<file path="src/rtl/cfgld_pkg.sv">
package cfgld_pkg;
  localparam int HDR_LEN   = 8;
  localparam int FRAME_LEN = 28;
  localparam int PAY_LEN   = 21;
  localparam int TRL_LEN   = 4;
  localparam int IDX_W     = $clog2(FRAME_LEN);

  localparam logic [7:0] SYNC_CODE  = 8'h4F;
  localparam logic [7:0] CHECK_CODE = 8'h4B;
  localparam logic [7:0] FILL_CODE  = 8'hFF;

  typedef enum logic [2:0] {
    ST_IDLE, ST_CLEAR, ST_WAIT, ST_HDR, ST_GATE, ST_FRAME, ST_TRL, ST_CHECK
  } ld_state_e;

  function automatic logic [7:0] hdr_byte(input int idx);
    case (idx)
      3: hdr_byte = SYNC_CODE;
      4: hdr_byte = 8'h80;
      5: hdr_byte = 8'hAF;
      6: hdr_byte = 8'h9B;
      7: hdr_byte = CHECK_CODE;
      default: hdr_byte = FILL_CODE;
    endcase
  endfunction

  // fixed positions of a frame; payload slots return fill
  function automatic logic [7:0] frame_byte(input int idx);
    if (idx == 0) frame_byte = SYNC_CODE;
    else if (idx == PAY_LEN + 1 || idx == PAY_LEN + 3) frame_byte = CHECK_CODE;
    else frame_byte = FILL_CODE;
  endfunction
endpackage

</file>
<file path="src/rtl/cfgld_timer.sv">
module cfgld_timer #(
  parameter int W = 8
) (
  input  logic         clk_i,
  input  logic         rst_ni,
  input  logic         load_i,
  input  logic [W-1:0] val_i,
  output logic         zero_o
);
  logic [W-1:0] cnt_q;

  always_ff @(posedge clk_i or negedge rst_ni) begin
    if (!rst_ni)          cnt_q <= '0;
    else if (load_i)      cnt_q <= val_i;
    else if (cnt_q != '0) cnt_q <= cnt_q - W'(1);
  end

  assign zero_o = (cnt_q == '0);

  // hold and timeout windows shrink by one per cycle
  assert_timer_step_R3: assert property (@(posedge clk_i) disable iff (!rst_ni)
    (!$past(load_i) && $past(cnt_q) != '0) |-> cnt_q == $past(cnt_q) - W'(1));
endmodule

</file>
<file path="src/rtl/cfgld_code_gen.sv">
module cfgld_code_gen
  import cfgld_pkg::*;
(
  input  ld_state_e        state_i,
  input  logic [IDX_W-1:0] idx_i,
  input  logic             pad_i,
  input  logic [7:0]       src_data_i,
  output logic             pay_slot_o,
  output logic [7:0]       byte_o
);
  always_comb begin
    pay_slot_o = (state_i == ST_FRAME) && (idx_i >= IDX_W'(1)) && (idx_i <= IDX_W'(PAY_LEN));
    case (state_i)
      ST_HDR:   byte_o = hdr_byte(int'(idx_i));
      ST_FRAME: byte_o = (pay_slot_o && !pad_i) ? src_data_i : frame_byte(int'(idx_i));
      default:  byte_o = FILL_CODE;
    endcase
  end
endmodule

</file>
<file path="src/rtl/cfgld_seq.sv">
module cfgld_seq
  import cfgld_pkg::*;
#(
  parameter int HOLD_CYCLES  = 125,
  parameter int INIT_TIMEOUT = 125000,
  parameter int TMR_W        = 17
) (
  input  logic             clk_i,
  input  logic             rst_ni,
  input  logic             start_i,
  input  logic             tgt_ready_i,
  input  logic             tgt_cfg_ok_i,
  input  logic             src_valid_i,
  input  logic             src_last_i,
  input  logic             pay_slot_i,
  input  logic             tmr_zero_i,
  output logic             tmr_load_o,
  output logic [TMR_W-1:0] tmr_val_o,
  output ld_state_e        state_o,
  output logic [IDX_W-1:0] idx_o,
  output logic             src_end_o,
  output logic             src_ready_o,
  output logic             tgt_reset_no,
  output logic             cfg_we_o,
  output logic             busy_o,
  output logic             done_o,
  output logic             error_o
);
  ld_state_e        state_q;
  logic [IDX_W-1:0] idx_q;
  logic             src_end_q, done_q, err_q;
  logic             frame_go;

  assign frame_go = tgt_ready_i && !tgt_cfg_ok_i && !src_end_q;

  always_comb begin
    src_ready_o = pay_slot_i && !src_end_q;
    case (state_q)
      ST_HDR, ST_TRL: cfg_we_o = 1'b1;
      ST_FRAME:       cfg_we_o = !src_ready_o || src_valid_i;
      default:        cfg_we_o = 1'b0;
    endcase
    tmr_load_o = (state_q == ST_IDLE && start_i) || (state_q == ST_CLEAR && tmr_zero_i);
    tmr_val_o  = (state_q == ST_IDLE) ? TMR_W'(HOLD_CYCLES - 1) : TMR_W'(INIT_TIMEOUT - 1);
  end

  always_ff @(posedge clk_i or negedge rst_ni) begin
    if (!rst_ni) begin
      state_q   <= ST_IDLE;
      idx_q     <= '0;
      src_end_q <= 1'b0;
      done_q    <= 1'b0;
      err_q     <= 1'b0;
    end else begin
      case (state_q)
        ST_IDLE: if (start_i) begin
          state_q   <= ST_CLEAR;
          src_end_q <= 1'b0;
          done_q    <= 1'b0;
          err_q     <= 1'b0;
        end
        ST_CLEAR: if (tmr_zero_i) state_q <= ST_WAIT;
        ST_WAIT: begin
          idx_q <= '0;
          if (tgt_ready_i)     state_q <= ST_HDR;
          else if (tmr_zero_i) begin
            err_q   <= 1'b1;
            state_q <= ST_IDLE;
          end
        end
        ST_HDR: begin
          idx_q <= idx_q + IDX_W'(1);
          if (idx_q == IDX_W'(HDR_LEN - 1)) state_q <= ST_GATE;
        end
        ST_GATE: begin
          idx_q   <= '0;
          state_q <= frame_go ? ST_FRAME : ST_TRL;
        end
        ST_FRAME: begin
          if (src_ready_o && src_valid_i && src_last_i) src_end_q <= 1'b1;
          if (cfg_we_o) begin
            if (idx_q == IDX_W'(FRAME_LEN - 1)) begin
              idx_q   <= '0;
              state_q <= ST_GATE;
            end else idx_q <= idx_q + IDX_W'(1);
          end
        end
        ST_TRL: begin
          idx_q <= idx_q + IDX_W'(1);
          if (idx_q == IDX_W'(TRL_LEN - 1)) state_q <= ST_CHECK;
        end
        ST_CHECK: begin
          err_q   <= !tgt_cfg_ok_i || !src_end_q;
          done_q  <= tgt_cfg_ok_i && src_end_q;
          state_q <= ST_IDLE;
        end
        default: state_q <= ST_IDLE;
      endcase
    end
  end

  assign state_o      = state_q;
  assign idx_o        = idx_q;
  assign src_end_o    = src_end_q;
  assign tgt_reset_no = (state_q != ST_CLEAR);
  assign busy_o       = (state_q != ST_IDLE);
  assign done_o       = done_q;
  assign error_o      = err_q;

  assert_no_write_in_clear_R2: assert property (@(posedge clk_i) disable iff (!rst_ni)
    !tgt_reset_no |-> !cfg_we_o);
  assert_write_while_busy_R11: assert property (@(posedge clk_i) disable iff (!rst_ni)
    cfg_we_o |-> busy_o);
  assert_status_exclusive_R8: assert property (@(posedge clk_i) disable iff (!rst_ni)
    !(done_o && error_o));
  assert_frame_gate_R6: assert property (@(posedge clk_i) disable iff (!rst_ni)
    (state_q == ST_FRAME && $past(state_q) == ST_GATE) |->
      $past(tgt_ready_i && !tgt_cfg_ok_i && !src_end_q));
endmodule

</file>
<file path="src/rtl/fpga_cfg_loader.sv">
module fpga_cfg_loader
  import cfgld_pkg::*;
#(
  parameter int HOLD_CYCLES  = 125,
  parameter int INIT_TIMEOUT = 125000
) (
  input  logic       clk_i,
  input  logic       rst_ni,
  input  logic       start_i,
  input  logic       tgt_ready_i,
  input  logic       tgt_cfg_ok_i,
  input  logic [7:0] src_data_i,
  input  logic       src_valid_i,
  input  logic       src_last_i,
  output logic       src_ready_o,
  output logic       tgt_reset_no,
  output logic       cfg_we_o,
  output logic [7:0] cfg_byte_o,
  output logic       busy_o,
  output logic       done_o,
  output logic       error_o
);
  localparam int TMR_MAX = (HOLD_CYCLES > INIT_TIMEOUT) ? HOLD_CYCLES : INIT_TIMEOUT;
  localparam int TMR_W   = $clog2(TMR_MAX + 1);

  ld_state_e        state;
  logic [IDX_W-1:0] idx;
  logic             src_end, pay_slot, tmr_zero, tmr_load;
  logic [TMR_W-1:0] tmr_val;

  cfgld_timer #(.W(TMR_W)) u_timer (
    .clk_i  (clk_i),
    .rst_ni (rst_ni),
    .load_i (tmr_load),
    .val_i  (tmr_val),
    .zero_o (tmr_zero)
  );

  cfgld_code_gen u_code (
    .state_i    (state),
    .idx_i      (idx),
    .pad_i      (src_end),
    .src_data_i (src_data_i),
    .pay_slot_o (pay_slot),
    .byte_o     (cfg_byte_o)
  );

  cfgld_seq #(
    .HOLD_CYCLES  (HOLD_CYCLES),
    .INIT_TIMEOUT (INIT_TIMEOUT),
    .TMR_W        (TMR_W)
  ) u_seq (
    .clk_i        (clk_i),
    .rst_ni       (rst_ni),
    .start_i      (start_i),
    .tgt_ready_i  (tgt_ready_i),
    .tgt_cfg_ok_i (tgt_cfg_ok_i),
    .src_valid_i  (src_valid_i),
    .src_last_i   (src_last_i),
    .pay_slot_i   (pay_slot),
    .tmr_zero_i   (tmr_zero),
    .tmr_load_o   (tmr_load),
    .tmr_val_o    (tmr_val),
    .state_o      (state),
    .idx_o        (idx),
    .src_end_o    (src_end),
    .src_ready_o  (src_ready_o),
    .tgt_reset_no (tgt_reset_no),
    .cfg_we_o     (cfg_we_o),
    .busy_o       (busy_o),
    .done_o       (done_o),
    .error_o      (error_o)
  );

  // an accepted source byte goes out unchanged in the same cycle
  assert_accept_passthru_R10: assert property (@(posedge clk_i) disable iff (!rst_ni)
    (src_valid_i && src_ready_o) |-> (cfg_we_o && cfg_byte_o == src_data_i));
  // once the source has ended it is never asked for more
  assert_no_pull_after_end_R9: assert property (@(posedge clk_i) disable iff (!rst_ni)
    src_end |-> !src_ready_o);
endmodule

</file>
<file path="config.mk">
export PLATFORM = sky130hd
export DESIGN_NAME = fpga_cfg_loader
export DESIGN_NICKNAME = d
export VERILOG_FILES = /design/src/rtl/cfgld_pkg.sv /design/src/rtl/cfgld_timer.sv /design/src/rtl/cfgld_code_gen.sv /design/src/rtl/cfgld_seq.sv /design/src/rtl/fpga_cfg_loader.sv
export SDC_FILE = /design/constraint.sdc
export NUM_CORES = 1
export LEC_CHECK = 0
export BUFFER_PORTS_ARGS = -buffer_cell sky130_fd_sc_hd__buf_2
export CAP_MARGIN = 20
export CELL_PAD_IN_SITES_DETAIL_PLACEMENT = 1
export CELL_PAD_IN_SITES_GLOBAL_PLACEMENT = 1
export CORE_MARGIN = 2
export CORE_UTILIZATION = 45
export CTS_BUF_LIST = sky130_fd_sc_hd__clkbuf_16
export DETAILED_ROUTE_END_ITERATION = 6
export GPL_ROUTABILITY_DRIVEN = 0
export PLACE_DENSITY = 0.88
export SYNTH_ARGS = -nofsm -noshare
export SYNTH_HDL_FRONTEND = slang
export SYNTH_SLANG_ARGS = --single-unit
</file>
<file path="constraint.sdc">
create_clock -name clk_i -period 3.7 [get_ports clk_i]
set_input_delay 0.74 -clock clk_i [delete_from_list [all_inputs] [get_ports clk_i]]
set_output_delay 0.74 -clock clk_i [all_outputs]
set_load 0.03 [all_outputs]
</file>
==> results.sh <==
export IMPL_yosysTopAreaCell="dfrtp_1"
export IMPL_met1_usage_pct=35.7
export IMPL_final_setup_worst_slack_ns=0.318
export IMPL_syn_area_mm2=0.00198
export IMPL_worstSkewPairLatency_ns=0.26
export IMPL_io_pins=29
export IMPL_drc=0
export IMPL_io_buffers=28
export IMPL_hold_buffers=0
export IMPL_ys_types=54
export IMPL_seq_area_frac_synth_pct=35.3
export IMPL_syn_inst=249
export IMPL_rows=24
export IMPL_pre_cts_slack_ns=0.623
export IMPL_cts_sinks=28
export IMPL_drive_above_1_share_pct=17.4
export IMPL_synth_warnings=0
export IMPL_diodes=0
export IMPL_reg2reg_slack_ns=1.05
export IMPL_area_growth_pct=14.1
export IMPL_grt_max_degree=29
export IMPL_crit_arrival_ns=2.64
export IMPL_max_slew_margin_pct=54.5
export IMPL_synth_area_leaders="dfrtp_1 35%, o21ai_0 5.5%, nand2_1 5.3%, a21oi_1 5.0%, nor2_1 4.2%"
export IMPL_synthFlopType="dfrtp_1"
export IMPL_power_frac_seq_pct=47.4
export IMPL_drv_slew=0
export IMPL_ys_async_sr_fraction_pct=100
export IMPL_final_cells=322
export IMPL_power_switching_mw=0.126
export IMPL_p_int_mw=0.531
export IMPL_grt_antenna_before_repair=0
export IMPL_drt_initial_drc_count=195
export IMPL_p_per_area_mw_per_mm2=290
export IMPL_cts_root_buffer="clkbuf_16"
export IMPL_core_mm2=0.00429
export IMPL_grt_total_usage_pct=24.4
export IMPL_fin_skew_ns=0.00295
export IMPL_grt_pass1_wl_mm=9.80
export IMPL_yosysTopAreaCellShare_pct=35.3
export IMPL_dr_total_vias=1991
export IMPL_start_kind="flop"
export IMPL_ys_seq_elements=28
export IMPL_drv_cap=0
export IMPL_setup_tns_ns=0
export IMPL_dr_pass1_iters=4
export IMPL_hold_path_class="in -> async"
export IMPL_crit_type="reg -> out"
export IMPL_switching_share_pct=19.1
export IMPL_clockBufferDepth=2
export IMPL_cts_resized=0
export IMPL_routed_wl_mm=5.74
export IMPL_p_total_mw=0.657
export IMPL_synth_edf_count=0
export IMPL_cp_required_ns=2.96
export IMPL_p_comb_share_pct=2.9
export IMPL_grtUsageMet3_pct=2.31
export IMPL_cts_buffers=3
export IMPL_cts_tree="yes"
export IMPL_outcome="completed"
export IMPL_p_leak_nw=0.942
export IMPL_min_period_ns=3.38
export IMPL_overflow=0
export IMPL_place_area_mm2=0.00216
export IMPL_die_w_um=70.4
export IMPL_start_util_pct=46.2
export IMPL_cts_setup_buffers=0
export IMPL_busiest_layer="met2"
export IMPL_finalHoldViolations=0
export IMPL_syn_num_nets=269
export IMPL_dp_hpwl_mm=4.19
export IMPL_wl_per_cell_um=17.8
export IMPL_irDropWorstVdd_mv=0.163
export IMPL_reg2reg_depth=8
export IMPL_ctsHtreeMaxLevel=1
export IMPL_synth_common_cells="28 x dfrtp_1, 28 x nand2_1, 22 x nor2_1, 22 x o21ai_0, 20 x a21oi_1"
export IMPL_tightest_slew_ns=0.677
export IMPL_cp_max_fo=10
export IMPL_die_h_um=70.4
export IMPL_max_freq_mhz=296
export IMPL_dp_cells=318
export IMPL_end_kind="output pin"
export IMPL_use_met2_pct=38.7
export IMPL_vias_per_cell=6.18
export IMPL_drtAntennaViolNets=0
export IMPL_syn_area_per_cell_um2=7.97
export IMPL_dieArea_mm2=0.00496
export IMPL_final_area_mm2=0.00226
export IMPL_min_period_over_period_pct=91.4
export IMPL_rsz0062_at_grt="no"
export IMPL_clkPwrFrac_pct=49.7
export IMPL_num_nets_final=291
export IMPL_finalSetupViolations=0
export IMPL_path_clk_slew_ns=0.07
export IMPL_grt_pass1_vias=1988
power by group through the flow:
| stage | sequential [mW] | combinational, mW | clock (mW) |
|---|---|---|---|
| after CTS | 0.311 | 0.0196 | 0.330 |
| after floorplan | 0.316 | 0.00408 | 0 |
| final | 0.311 | 0.0190 | 0.327 |
| after global placement | 0.317 | 0.0188 | 0 |
| after detailed placement | 0.317 | 0.0196 | 0 |
| after global routing | 0.312 | 0.0219 | 0.347 |
cell usage in the layout (no fill, tap or decap), types with 2 or more instances in the layout:
| cell | count |
|---|---|
| o21ai_1 | 2 |
| or2_2 | 2 |
| nor3b_1 | 4 |
| nor3_1 | 12 |
| nor3_2 | 2 |
| a21oi_1 | 20 |
| dfrtp_1 | 28 |
| buf_4 | 2 |
| nor2_1 | 22 |
| xor2_1 | 4 |
| or3_1 | 7 |
| ha_1 | 5 |
| nand2_1 | 28 |
| o41ai_1 | 2 |
| and2_1 | 3 |
| a31oi_1 | 3 |
| clkbuf_16 | 3 |
| nor4_1 | 2 |
| nand3_1 | 8 |
| nor4_2 | 3 |
| or4_1 | 3 |
| inv_1 | 12 |
| xnor2_1 | 6 |
| a211oi_1 | 5 |
| buf_2 | 28 |
| o211ai_1 | 4 |
| o21ai_0 | 22 |
state kept, by name, summed over array words and instances, names as in the netlist:
register / count
u_timer.cnt_q: 17
u_seq.idx_o: 5
u_seq.error_o: 1
u_seq.state_o: 3
u_seq.src_end_o: 1
u_seq.done_o: 1
worst max-delay path, cell delays in order, from the launching register on:
cell     delay [ns]
dfrtp_1        0.46
inv_1          0.09
ha_1           0.26
inv_1          0.08
a31oi_1        0.10
o21ai_1        0.54
inv_1          0.15
nor3_1         0.38
nor3_1         0.12
buf_2          0.20
per-layer routing:
layer | up-vias | part of all wire [%]
li1 | 944 | -
met4 | 0 | 1.0
met1 | 998 | 49
met5 | - | 0
met3 | 6 | 2.8
met2 | 43 | 47
cells by family after synthesis:
| kind of cell | Yosys count | share of synthesized area (%) |
|---|---|---|
| simple gates | 109 | 29.8 |
| mux | 2 | 1.07 |
| xor+xnor | 10 | 4.41 |
| buf+inv | 25 | 4.92 |
| flops | 28 | 35.3 |
| fa+ha+maj | 5 | 3.15 |
| compound gates | 70 | 21.3 |
path summary, 6_finish.rpt:
kind	start	end
worst max-delay path	u_seq.idx_o[1]	cfg_byte_o[5]
worst max register to register	u_timer.cnt_q[0]	u_timer.cnt_q[16]
min in group clk_i	u_timer.cnt_q[16]	u_timer.cnt_q[16]
worst min-delay path	rst_ni	u_seq.error_o
max in group asynchronous	rst_ni	u_timer.cnt_q[8]
worst min register to register	u_timer.cnt_q[16]	u_timer.cnt_q[16]
layout make-up:
cell class | instances | area [um2]
Fill cell | 528 | 2030
Inverter | 12 | 45.0
Sequential cell | 28 | 701
Clock buffer | 3 | 75.1
Timing Repair Buffer | 30 | 155
Tap cell | 52 | 65.1
Clock inverter | 1 | 30.0
Multi-Input combinational cell | 196 | 1190
through the flow:
stage               hold WS, ns  utilization, %
global route              0.539            52.7
floorplan                 0.444               -
finish                    0.495            52.7
CTS                       0.522            52.7
detailed placement        0.534            50.3
global placement          0.514            50.3
No activity file was read; power rests on OpenSTA's default activity.
